**config.mk**
```make
export PLATFORM = sky130hd
export DESIGN_NAME = ser_stat_flags
export DESIGN_NICKNAME = d
export VERILOG_FILES = /design/src/rtl/ssf_pkg.sv /design/src/rtl/ssf_flag_cell.sv /design/src/rtl/ssf_rx_side.sv /design/src/rtl/ssf_tx_side.sv /design/src/rtl/ser_stat_flags.sv
export SDC_FILE = /design/constraint.sdc
export NUM_CORES = 1
export LEC_CHECK = 0
export BUFFER_PORTS_ARGS = -buffer_cell sky130_fd_sc_hd__buf_4
export CELL_PAD_IN_SITES_DETAIL_PLACEMENT = 0
export CELL_PAD_IN_SITES_GLOBAL_PLACEMENT = 1
export CORE_MARGIN = 2
export CORE_UTILIZATION = 24
export DETAILED_ROUTE_END_ITERATION = 12
export PLACE_DENSITY_LB_ADDON = 0.1
export SLEW_MARGIN = 40
export SYNTH_ARGS = -nofsm -noshare
export SYNTH_HDL_FRONTEND = slang
export SYNTH_SLANG_ARGS = --single-unit
```
**constraint.sdc**
```tcl
create_clock -name clk -period 2 [get_ports clk]
set_input_delay 0.4 -clock clk [delete_from_list [all_inputs] [get_ports clk]]
set_output_delay 0.4 -clock clk [all_outputs]
set_load 0.01 [all_outputs]
```
**src/rtl/ssf_pkg.sv**
```systemverilog
package ssf_pkg;

   // Event bundle from the receive shift engine
   typedef struct packed {
      logic done;
      logic perr;
      logic mpb;
   } rx_evt_t;

   // Strobes returned to the receive data path
   typedef struct packed {
      logic load;
      logic full;
      logic per_set;
   } rx_act_t;

endpackage

```
**src/rtl/ssf_flag_cell.sv**
```systemverilog
module ssf_flag_cell #(
   parameter logic RST_VAL = 1'b0
) (
   input  logic clk,
   input  logic rst_n,
   input  logic set_i,     // set event
   input  logic rd_i,      // status read strobe
   input  logic seen_i,    // value the read returns at the arming position
   input  logic wr_i,      // status write strobe
   input  logic wbit_i,    // written bit at the arming position
   input  logic alt_clr_i, // unconditional clear source
   output logic q_o
);

   logic q_r;
   logic arm_r;
   logic qual_clr;

   assign qual_clr = wr_i & ~wbit_i & arm_r;

   always_ff @(posedge clk or negedge rst_n) begin
      if (!rst_n) begin
         q_r <= RST_VAL;
      end else if (set_i) begin
         q_r <= 1'b1;
      end else if (qual_clr || alt_clr_i) begin
         q_r <= 1'b0;
      end
   end

   // Arming: a read returning 1 arms, a later set event or any write disarms
   always_ff @(posedge clk or negedge rst_n) begin
      if (!rst_n) begin
         arm_r <= 1'b0;
      end else if (set_i) begin
         arm_r <= 1'b0;
      end else if (rd_i && seen_i) begin
         arm_r <= 1'b1;
      end else if (wr_i) begin
         arm_r <= 1'b0;
      end
   end

   assign q_o = q_r;

   p_set_wins_r11 : assert property (@(posedge clk) disable iff (!rst_n)
      set_i |=> q_o);

endmodule

```
**src/rtl/ssf_rx_side.sv**
```systemverilog
module ssf_rx_side
   import ssf_pkg::*;
(
   input  logic    clk,
   input  logic    rst_n,
   input  logic    rx_en,
   input  logic    halt_i,
   input  rx_evt_t evt_i,
   output rx_act_t act_o,
   output logic    mpb_o
);

   logic accept;
   logic mpb_r;

   assign accept       = evt_i.done & rx_en & ~halt_i;
   assign act_o.load   = accept;
   assign act_o.full   = accept & ~evt_i.perr;
   assign act_o.per_set = accept & evt_i.perr;

   always_ff @(posedge clk or negedge rst_n) begin
      if (!rst_n) begin
         mpb_r <= 1'b0;
      end else if (accept) begin
         mpb_r <= evt_i.mpb;
      end
   end

   assign mpb_o = mpb_r;

   p_mpb_hold_r9 : assert property (@(posedge clk) disable iff (!rst_n)
      !act_o.load |=> $stable(mpb_o));

endmodule

```
**src/rtl/ssf_tx_side.sv**
```systemverilog
module ssf_tx_side (
   input  logic clk,
   input  logic rst_n,
   input  logic tx_en,
   input  logic tx_last,
   input  logic tdre_in,
   input  logic wr_i,
   input  logic mpb_wbit_i,
   output logic tend_set_o,
   output logic mpb_o
);

   logic mpb_r;

   assign tend_set_o = ~tx_en | (tx_last & tdre_in);

   always_ff @(posedge clk or negedge rst_n) begin
      if (!rst_n) begin
         mpb_r <= 1'b0;
      end else if (wr_i) begin
         mpb_r <= mpb_wbit_i;
      end
   end

   assign mpb_o = mpb_r;

   p_txmpb_hold_r10 : assert property (@(posedge clk) disable iff (!rst_n)
      !wr_i |=> $stable(mpb_o));

endmodule

```
**src/rtl/ser_stat_flags.sv**
```systemverilog
module ser_stat_flags
   import ssf_pkg::*;
#(
   parameter int DATA_W    = 8,
   parameter int BIT_TXMPB = 0,
   parameter int BIT_RXMPB = 1,
   parameter int BIT_TEND  = 2,
   parameter int BIT_PER   = 3,
   parameter int BIT_TDRE  = 7
) (
   input  logic              clk,
   input  logic              rst_n,
   input  logic              rx_en,
   input  logic              tx_en,
   input  logic              rx_done,
   input  logic              rx_perr,
   input  logic              rx_mpb_in,
   input  logic              tx_last,
   input  logic              tdre_in,
   input  logic              tdr_dma_wr,
   input  logic              st_rd,
   input  logic              st_wr,
   input  logic [DATA_W-1:0] st_wdata,
   output logic [DATA_W-1:0] st_rdata,
   output logic              per_o,
   output logic              tend_o,
   output logic              rx_mpb_o,
   output logic              tx_mpb_o,
   output logic              rx_halt_o,
   output logic              rdr_load_o,
   output logic              rdrf_set_o
);

   localparam int NFIELD = 5;
   localparam int FIELD_POS [NFIELD] = '{BIT_TXMPB, BIT_RXMPB, BIT_TEND, BIT_PER, BIT_TDRE};

   // Elaboration-time parameter checks
   generate
      if (DATA_W < NFIELD) begin : g_chk_width
         $error("DATA_W too small for the status fields");
      end
      for (genvar i = 0; i < NFIELD; i++) begin : g_chk_pos
         if (FIELD_POS[i] < 0 || FIELD_POS[i] >= DATA_W) begin : g_range
            $error("status field position out of range");
         end
         for (genvar j = i + 1; j < NFIELD; j++) begin : g_dup
            if (FIELD_POS[i] == FIELD_POS[j]) begin : g_clash
               $error("two status fields share a bit");
            end
         end
      end
   endgenerate

   rx_evt_t rx_evt;
   rx_act_t rx_act;
   logic    per_q;
   logic    tend_q;
   logic    tend_set;
   logic    rx_mpb_q;
   logic    tx_mpb_q;

   assign rx_evt = '{done: rx_done, perr: rx_perr, mpb: rx_mpb_in};

   ssf_rx_side u_rx (
      .clk    (clk),
      .rst_n  (rst_n),
      .rx_en  (rx_en),
      .halt_i (per_q),
      .evt_i  (rx_evt),
      .act_o  (rx_act),
      .mpb_o  (rx_mpb_q)
   );

   ssf_tx_side u_tx (
      .clk        (clk),
      .rst_n      (rst_n),
      .tx_en      (tx_en),
      .tx_last    (tx_last),
      .tdre_in    (tdre_in),
      .wr_i       (st_wr),
      .mpb_wbit_i (st_wdata[BIT_TXMPB]),
      .tend_set_o (tend_set),
      .mpb_o      (tx_mpb_q)
   );

   ssf_flag_cell #(.RST_VAL(1'b0)) u_per (
      .clk       (clk),
      .rst_n     (rst_n),
      .set_i     (rx_act.per_set),
      .rd_i      (st_rd),
      .seen_i    (per_q),
      .wr_i      (st_wr),
      .wbit_i    (st_wdata[BIT_PER]),
      .alt_clr_i (1'b0),
      .q_o       (per_q)
   );

   ssf_flag_cell #(.RST_VAL(1'b1)) u_tend (
      .clk       (clk),
      .rst_n     (rst_n),
      .set_i     (tend_set),
      .rd_i      (st_rd),
      .seen_i    (tdre_in),
      .wr_i      (st_wr),
      .wbit_i    (st_wdata[BIT_TDRE]),
      .alt_clr_i (tdr_dma_wr),
      .q_o       (tend_q)
   );

   always_comb begin
      st_rdata            = '0;
      st_rdata[BIT_TXMPB] = tx_mpb_q;
      st_rdata[BIT_RXMPB] = rx_mpb_q;
      st_rdata[BIT_TEND]  = tend_q;
      st_rdata[BIT_PER]   = per_q;
      st_rdata[BIT_TDRE]  = tdre_in;
   end

   assign per_o      = per_q;
   assign tend_o     = tend_q;
   assign rx_mpb_o   = rx_mpb_q;
   assign tx_mpb_o   = tx_mpb_q;
   assign rx_halt_o  = per_q;
   assign rdr_load_o = rx_act.load;
   assign rdrf_set_o = rx_act.full;

   p_per_raise_r2 : assert property (@(posedge clk) disable iff (!rst_n)
      (rdr_load_o && !rdrf_set_o) |=> per_o);

   p_per_fall_r5 : assert property (@(posedge clk) disable iff (!rst_n)
      $fell(per_o) |-> $past(st_wr && !st_wdata[BIT_PER]));

   p_tend_off_r7 : assert property (@(posedge clk) disable iff (!rst_n)
      !tx_en |=> tend_o);

   p_tend_fall_r8 : assert property (@(posedge clk) disable iff (!rst_n)
      $fell(tend_o) |-> $past(tdr_dma_wr || st_wr));

endmodule

```
# Word level (Yosys, flattened, before mapping)

Index checks and enable logic that the tools add are counted.

Mux-type cells: 9
Bitwise logic cells: 15
Reductions and logical operators: 7

Operators by type and width:

| kind               | number |
|---|---|
| 1-bit bitwise AND  | 9 |
| 1-bit two-way mux  | 9 |
| 3-bit nonzero test | 2 |
| 1-bit NOT          | 5 |
| 2-bit nonzero test | 2 |
| 1-bit logical AND  | 2 |
| 1-bit logical OR   | 1 |
| 1-bit OR           | 1 |

Flip-flop bits (word level): 6
Input bits: 20
Output and inout bits: 15
Word-level logic and storage cells: 37

# Longest topological paths before layout

Gate-level depths: netlist (run 1).

Depth after elaboration: 6
Depth in mapped cells: 2
Gate-level depth less buffers: 2

# Hierarchy

From an unflattened synthesis (run 1), not the netlist that was laid out.

Cell total of the unflattened synthesis: 37
Area, all modules: 375.4 um2

By module, submodules not included:

| module                  | instances | cells each | area an instance (um2) |
|---|---|---|---|
| ssf_flag_cell at u_tend | 1         | 8          | 86.3 |
| ssf_flag_cell at u_per  | 1         | 8          | 85.1 |
| ssf_rx_side             | 1         | 8          | 82.6 |
| ser_stat_flags          | 1         | 10         | 71.3 |
| ssf_tx_side             | 1         | 3          | 50.0 |

# Worst setup path before layout (run 1)

Ideal clock, no wire load.

Path type: register to output
From: register u_per.q_r, in the netlist u_per.q_o
To: output rdrf_set_o
Data arrival time: 980 ps
Setup slack: 620 ps
Cell stages (with the launch flop): 3
Cell sequence: dfrtp_1 and3b_2 nor2b_1

Longest elaborated chain between the ends: 3

RTL lines:

| what                   | line                 | RTL |
|---|---|---|
| from (decl)            | ssf_flag_cell.sv:15  | `logic q_r;` |
| from (signal assigned) | ssf_flag_cell.sv:23  | `q_r <= RST_VAL;` |
| from (signal assigned) | ssf_flag_cell.sv:25  | `q_r <= 1'b1;` |
| from (signal assigned) | ssf_flag_cell.sv:27  | `q_r <= 1'b0;` |
| 1-bit NOT              | ssf_rx_side.sv:16    | `assign accept = evt_i.done & rx_en & ~halt_i;` |
| 1-bit bitwise AND      | ssf_rx_side.sv:16    |  |
| via rdr_load_o         | ser_stat_flags.sv:30 | `output logic rdr_load_o,` |
| 1-bit bitwise AND      | ssf_rx_side.sv:18    | `assign act_o.full = accept & ~evt_i.perr;` |
| to (decl)              | ser_stat_flags.sv:31 | `output logic rdrf_set_o` |

The timed path passes the listed nets, and every way through them passes these cells.

# Final worst setup path (run 1)

From: register u_per.q_r, in the netlist u_per.q_o
To: output rdrf_set_o

Longest elaborated chain between the ends: 3

RTL lines:

| what              | line |
|---|---|
| 1-bit NOT         | ssf_rx_side.sv:16 |
| 1-bit bitwise AND | ssf_rx_side.sv:16 |
| 1-bit bitwise AND | ssf_rx_side.sv:18 |

No other way between the ends.

==> implementation parameters, run 1 <==
Parameter                              Value

Timing
  Worst clock skew    6.78 ps
  Setup TNS    0 ps
  Final Max Tran Viols    0
  Period utilization    82.1%
  RSZ-0062 raised after global routing    false
  Upper clock frequency limit    609 MHz
  Worst hold slack after final layout    341 ps
  Time the worst path needs with I/O delays and setup    1640 ps
  Total setup violations reported at the end of the flow    0
  Final hold vios    0

Synthesis
  Cell variety after synth    17
  Area share of the largest cell type after synthesis    35.6%
  Number of synthesized flops with an enable pin    0
  Top cells by instance count after synthesis    9 x sky130_fd_sc_hd__buf_4, 5 x sky130_fd_sc_hd__dfrtp_1, 2 x sky130_fd_sc_hd__inv_1, 2 x sky130_fd_sc_hd__nand3b_1, 2 x sky130_fd_sc_hd__nor2b_1
  Number of storage elements in the synthesis netlist    6
  Fraction of registers with async set or reset after synthesis    100%
  Main area contributors after synthesis    sky130_fd_sc_hd__dfrtp_1 36%, sky130_fd_sc_hd__buf_4 19%, sky130_fd_sc_hd__dfstp_2 7.5%
  Post-synthesis instance area    352 um2
  Avg Cell Area, Syn    11.0 um2
  Library cell occupying the most area in the post-synthesis netlist    sky130_fd_sc_hd__dfrtp_1
  Synth Instances    32
  Number of warning messages in the yosys log    0
  Library cell with the highest instance count after synthesis    sky130_fd_sc_hd__buf_4
  Post-synth top flop    sky130_fd_sc_hd__dfrtp_1
  Proportion of synthesized chip area in sequential cells    43.1%

Worst setup path
  Maximum single-stage delay on the critical path    430 ps
  Worst Path Buf+Inv    1
  Setup crit start kind    flop
  Endpoint required time on the critical path    1600 ps
  Arr. time, crit path    1240 ps
  Largest fanout on the critical path    7
  Critical path endpoint category    output pin
  Cell-by-cell trace of the critical path    and3b_2, nor2b_1, buf_4
  Cell with the largest stage delay on the worst path    sky130_fd_sc_hd__dfrtp_1
  Path type of the worst setup path    flop to output pin
  Cell type group with the largest total delay on the critical path    simple AND/OR/NAND/NOR gates

Detailed routing
  Top routing layer in use    met3
  Met3 layer wire length in the routed design    65 um
  Via count    302
  Number of search-and-repair iterations in the first detailed-routing pass    3
  Residual DRC count    0
  Routed wire per std cell    11.8 um
  Met2 wire length    429 um
  Count of nets left with antenna violations after detail routing    0
  Wire length reported by the detailed router    839 um
  Routed length on met1    344 um
  Number of design-rule violations left by the first detailed-router iteration    3
  Via-to-Cell Ratio    4.25

CTS
  CTS root buf    sky130_fd_sc_hd__clkbuf_4
  Maximum clock path buffer count    2
  Number of gates given a new drive strength after cts    0
  TritonCTS Buffers    3
  Clock latency on the worst-skew pair    250 ps
  Sinks on Clock Net    6
  Clock H-tree levels    1
  Clock tree from TritonCTS    done
  Clock slew at the register clock pins of the worst setup and hold paths    50 ps

Floorplan
  Core Region    1330 um2
  Total die area    1790 um2
  Initial Util    26.4%
  Die outline height    42.3 um
  Die Span X    42.3 um
  Std cell rows    13
  I/O pin cnt    35

Power
  Worst IR drop on VDD    0.000380 V
  Static leakage power    0.281 nW
  Total power per unit cell area    985 nW/um2

Place
  Placer Congestion    0.744
  PortBufs    26
  DP HPWL    674 um

Global route
  Wire length of the first global-routing pass    1430 um
  Number of antenna violations at the first check in global routing    0
  Global routing usage summed across all routing layers    11.2%
  Largest net degree at the start of global routing    8
  Sum of overflow across all layers after global routing    0
  Vias in the first global route    321

Final layout
  Total number of nets in the final design    77
  Core utilization of the finished layout    40.6%
  Area growth from synthesis to layout    54.1%
  Ant diodes    0
  Share of final-layout standard cells stronger than drive strength 1    60.7%

Min path
  Classification of the worst-slack hold path    input pin to flop

Status
  Status    completed

Flow run
  Max_cap viols    0
## through the flow
stage               instances  worst slack [ps]  area (um2)  total power, W
floorplan                  34               620         359        0.000328
global placement           66               591         505        0.000408
detailed placement         66               586         505        0.000411
CTS                        71               336         542        0.000547
global route               71               276         542        0.000580
finish                     71               357         542        0.000534
## worst paths after layout
kind | from | slack, ps | cells past startpoint | to
worst max-delay path | u_per.q_o | 360 | 3 | rdrf_set_o
worst min-delay path | tx_last | 340 | 2 | u_tend.arm_r
worst max register to register | u_per.q_o | 840 | 2 | u_rx.mpb_o
worst min register to register | u_tx.mpb_o | 540 | 1 | u_tx.mpb_o
max in group asynchronous | rst_n | 1300 | 2 | u_tend.q_o
min in group asynchronous | rst_n | 490 | 2 | u_tend.arm_r
## where the power goes
group	leakage [nW]	internal (W)	total (W)	switching, W
Sequential	0.0717	0.000156	0.000189	0.0000328
Combinational	0.194	0.000137	0.000219	0.0000812
Clock	0.0150	0.0000760	0.000126	0.0000503
Total	0.281	0.000369	0.000534	0.000164
## layer usage
| metal | up-vias | GRT usage (%) |
|---|---|---|
| met2 | 13 | 18.2 |
| met1 | 142 | 11.5 |
| li1 | 147 | - |
| met3 | 0 | 6.47 |
| met5 | - | 0 |
| met4 | 0 | 5.63 |
## cell usage in the layout (no fill, tap or decap), types with 2 or more instances in the layout
| master | instances |
|---|---|
| sky130_fd_sc_hd__conb_1 | 3 |
| sky130_fd_sc_hd__dfrtp_1 | 5 |
| sky130_fd_sc_hd__buf_4 | 26 |
| sky130_fd_sc_hd__clkbuf_4 | 3 |
| sky130_fd_sc_hd__nand3b_1 | 2 |
| sky130_fd_sc_hd__nor2b_1 | 2 |
| sky130_fd_sc_hd__inv_1 | 2 |
## timing repair
item / 4_1_cts / 5_1_grt
hold buffers: 1 / 0
setup buffers: 0 / 0
hold endpoints to repair: 5 / 0
## kinds of logic (layout without fill, tap and decap cells)
logic type / after synthesis / count (layout) / synth area share, %
simple gates: 8 / 8 / 16.0
buf+inv: 11 / 33 / 21.4
compound gates: 4 / 4 / 11.0
other cells: 1 / 3 / 1.07
flops: 6 / 6 / 43.1
mux: 2 / 2 / 7.47
## area by class of cell
cell class | instances | area, um2
sequential | 6 | 151
timing repair buffer | 27 | 205
fill | 144 | 792
clock buffer | 4 | 26.3
multi-input combinational | 17 | 133
tap | 15 | 18.8
inverter | 2 | 7.51
## sequential cells by signal (all words and copies together) (netlist names)
signal        count
u_rx.mpb_o        1
u_tend.q_o        1
u_per.arm_r       1
u_tx.mpb_o        1
u_tend.arm_r      1
u_per.q_o         1
## worst reg2reg max path, stage by stage, from the launching register on
cell and delay, ps:
sky130_fd_sc_hd__dfrtp_1 430, sky130_fd_sc_hd__and3b_2 310, sky130_fd_sc_hd__mux2_4 300
Power figures use the tool's default switching activity.
==> inputs of run 2 (changes only) <==
--- a/config.mk
+++ b/config.mk
@@ -9,7 +9,7 @@
 export CELL_PAD_IN_SITES_DETAIL_PLACEMENT = 0
 export CELL_PAD_IN_SITES_GLOBAL_PLACEMENT = 1
 export CORE_MARGIN = 2
-export CORE_UTILIZATION = 24
+export CORE_UTILIZATION = 22
 export DETAILED_ROUTE_END_ITERATION = 12
 export PLACE_DENSITY_LB_ADDON = 0.1
 export SLEW_MARGIN = 40
==> constraint.sdc (replaced) <==
create_clock -name clk -period 1.6 [get_ports clk]
set_input_delay 0.32 -clock clk [delete_from_list [all_inputs] [get_ports clk]]
set_output_delay 0.32 -clock clk [all_outputs]
set_load 0.01 [all_outputs]
==> run 2 against run 1 <==
Global-route usage fell by 1.3 points; non-clock buffer count increased by 2; count of clock-buffer cells in the layout unchanged; die area rose by 8.2%; setup slack got worse by 300 ps; first-iteration DRC count fell by 100%; clock power grew 26%; wire length decreased by 1.2%; register-to-register slack got worse by 480 ps; sequential share of layout area down 0.65 points; largest cell class unchanged; highest routed layer is now met4.
==> implementation parameters, run 2 (same netlist as run 1, synthesis figures left out) <==
Parameter                              Value

Detailed routing
  Number of search-and-repair iterations in the first detailed-routing pass    1
  Count of nets left with antenna violations after detail routing    0
  Routed wire per std cell    11.2 um
  Residual DRC count    0
  Via count    320
  Wire length reported by the detailed router    829 um
  Number of design-rule violations left by the first detailed-router iteration    0
  Via-to-Cell Ratio    4.32

Power
  Internal Power    0.000474 W
  Static leakage power    0.290 nW
  Combinational power share    41.5%
  Flop pwr share    35.1%
  Clock power share    23.3%
  Overall power    0.000682 W
  Share of total power consumed by net switching    30.5%
  Net switching power    0.000208 W
  Total power per unit cell area    1220 nW/um2
  Worst IR drop on VDD    0.000452 V

Place
  Post-placement worst setup slack    285 ps
  Placed Area    507 um2
  PortBufs    26
  DP HPWL    657 um
  Placer Congestion    0.688

Floorplan
  Std cell rows    14
  Die outline height    44.0 um
  I/O pin cnt    35
  Total die area    1930 um2
  Initial Util    23.3%
  Core Region    1510 um2
  Die Span X    44.0 um

Min path
  Worst hold path stage count    2
  Classification of the worst-slack hold path    input pin to flop

Final layout
  Area growth from synthesis to layout    59.1%
  Ant diodes    0
  Most frequent cells in the layout    28 x sky130_fd_sc_hd__buf_4, 4 x sky130_fd_sc_hd__dfrtp_1, 3 x sky130_fd_sc_hd__conb_1, 3 x sky130_fd_sc_hd__clkbuf_4
  Commonest non-fill, non-tap cell in the layout    sky130_fd_sc_hd__buf_4
  Cell area after layout    559 um2
  Share of final-layout standard cells stronger than drive strength 1    63.8%
  Total number of nets in the final design    79

Timing
  Total setup violations reported at the end of the flow    0
  Final hold vios    0
  Setup TNS    0 ps
  Worst path setup slack after routing    53.0 ps
  Period utilization    96.7%
  Upper clock frequency limit    646 MHz
  Final Max Tran Viols    0
  Worst clock skew    5.93 ps
  Time the worst path needs with I/O delays and setup    1550 ps
  Worst hold slack after final layout    260 ps

Global route
  Global routing usage summed across all routing layers    9.99%
  Sum of overflow across all layers after global routing    0
  Wire length of the first global-routing pass    1270 um
  Largest net degree at the start of global routing    8
  Vias in the first global route    312
  Number of antenna violations at the first check in global routing    0

Worst setup path
  Endpoint required time on the critical path    1280 ps
  Largest fanout on the critical path    7
  Arr. time, crit path    1230 ps
  Path type of the worst setup path    flop to output pin
  Critical path endpoint category    output pin
  Worst-case reg-to-reg path depth    3
  Setup crit start kind    flop

Status
  Status    completed

CTS
  TritonCTS Buffers    3
  CTS root buf    sky130_fd_sc_hd__clkbuf_4
  Clock slew at the register clock pins of the worst setup and hold paths    50 ps
  Clock tree from TritonCTS    done
  Maximum clock path buffer count    2
  Sinks on Clock Net    6
  Clock H-tree levels    1
  Clock latency on the worst-skew pair    260 ps

Flow run
  Max_cap viols    0
run 2: critical path, stage by stage (launching register included):
cell                      delay (ps)
sky130_fd_sc_hd__dfrtp_2         440
sky130_fd_sc_hd__and3b_2         280
sky130_fd_sc_hd__nor2b_1         130
sky130_fd_sc_hd__buf_4           120
run 2: path summary, 6_finish.rpt:
check                      slack (ps)       start            to
min reg2reg                       540  u_tx.mpb_o    u_tx.mpb_o
max                                50   u_per.q_o    rdrf_set_o
max in group asynchronous         990       rst_n    u_tend.q_o
max reg2reg                       360   u_per.q_o    u_rx.mpb_o
min in group asynchronous         410       rst_n     u_per.q_o
min                               260     tx_last  u_tend.arm_r
run 2: routing by layer:
metal,wire [um],track usage [%]
met5,0,0
met4,13,7.27
met3,100,7.92
met2,409,13.8
met1,305,9.97
run 2: final cells by class:
cell class	count	area [um2]
Clock buffer	4	26.3
Fill cell	164	947
Inverter	2	7.51
Multi-Input combinational cell	17	133
Sequential cell	6	153
Tap cell	16	20.0
Timing Repair Buffer	29	220
run 2: what timing repair did:
action	4_1_cts	5_1_grt
setup endpoints to repair	0	1
resized for setup	0	1
hold buffers	1	0
buffers inserted	0	2
endpoints found under the hold margin	5	0
run 2: stage by stage:
step                util, %  instances
global route           37.1         74
finish                 37.1         74
floorplan                 -         34
global placement       33.6         67
detailed placement     33.6         67
CTS                    36.0         72
run 2: power groups by stage:
stage,combinational [W],clock (W),sequential (W)
floorplan,0.000166,0,0.000244
global placement,0.000274,0,0.000235
detailed placement,0.000272,0,0.000241
CTS,0.000275,0.000167,0.000238
global route,0.000303,0.000178,0.000247
finish,0.000283,0.000159,0.000240
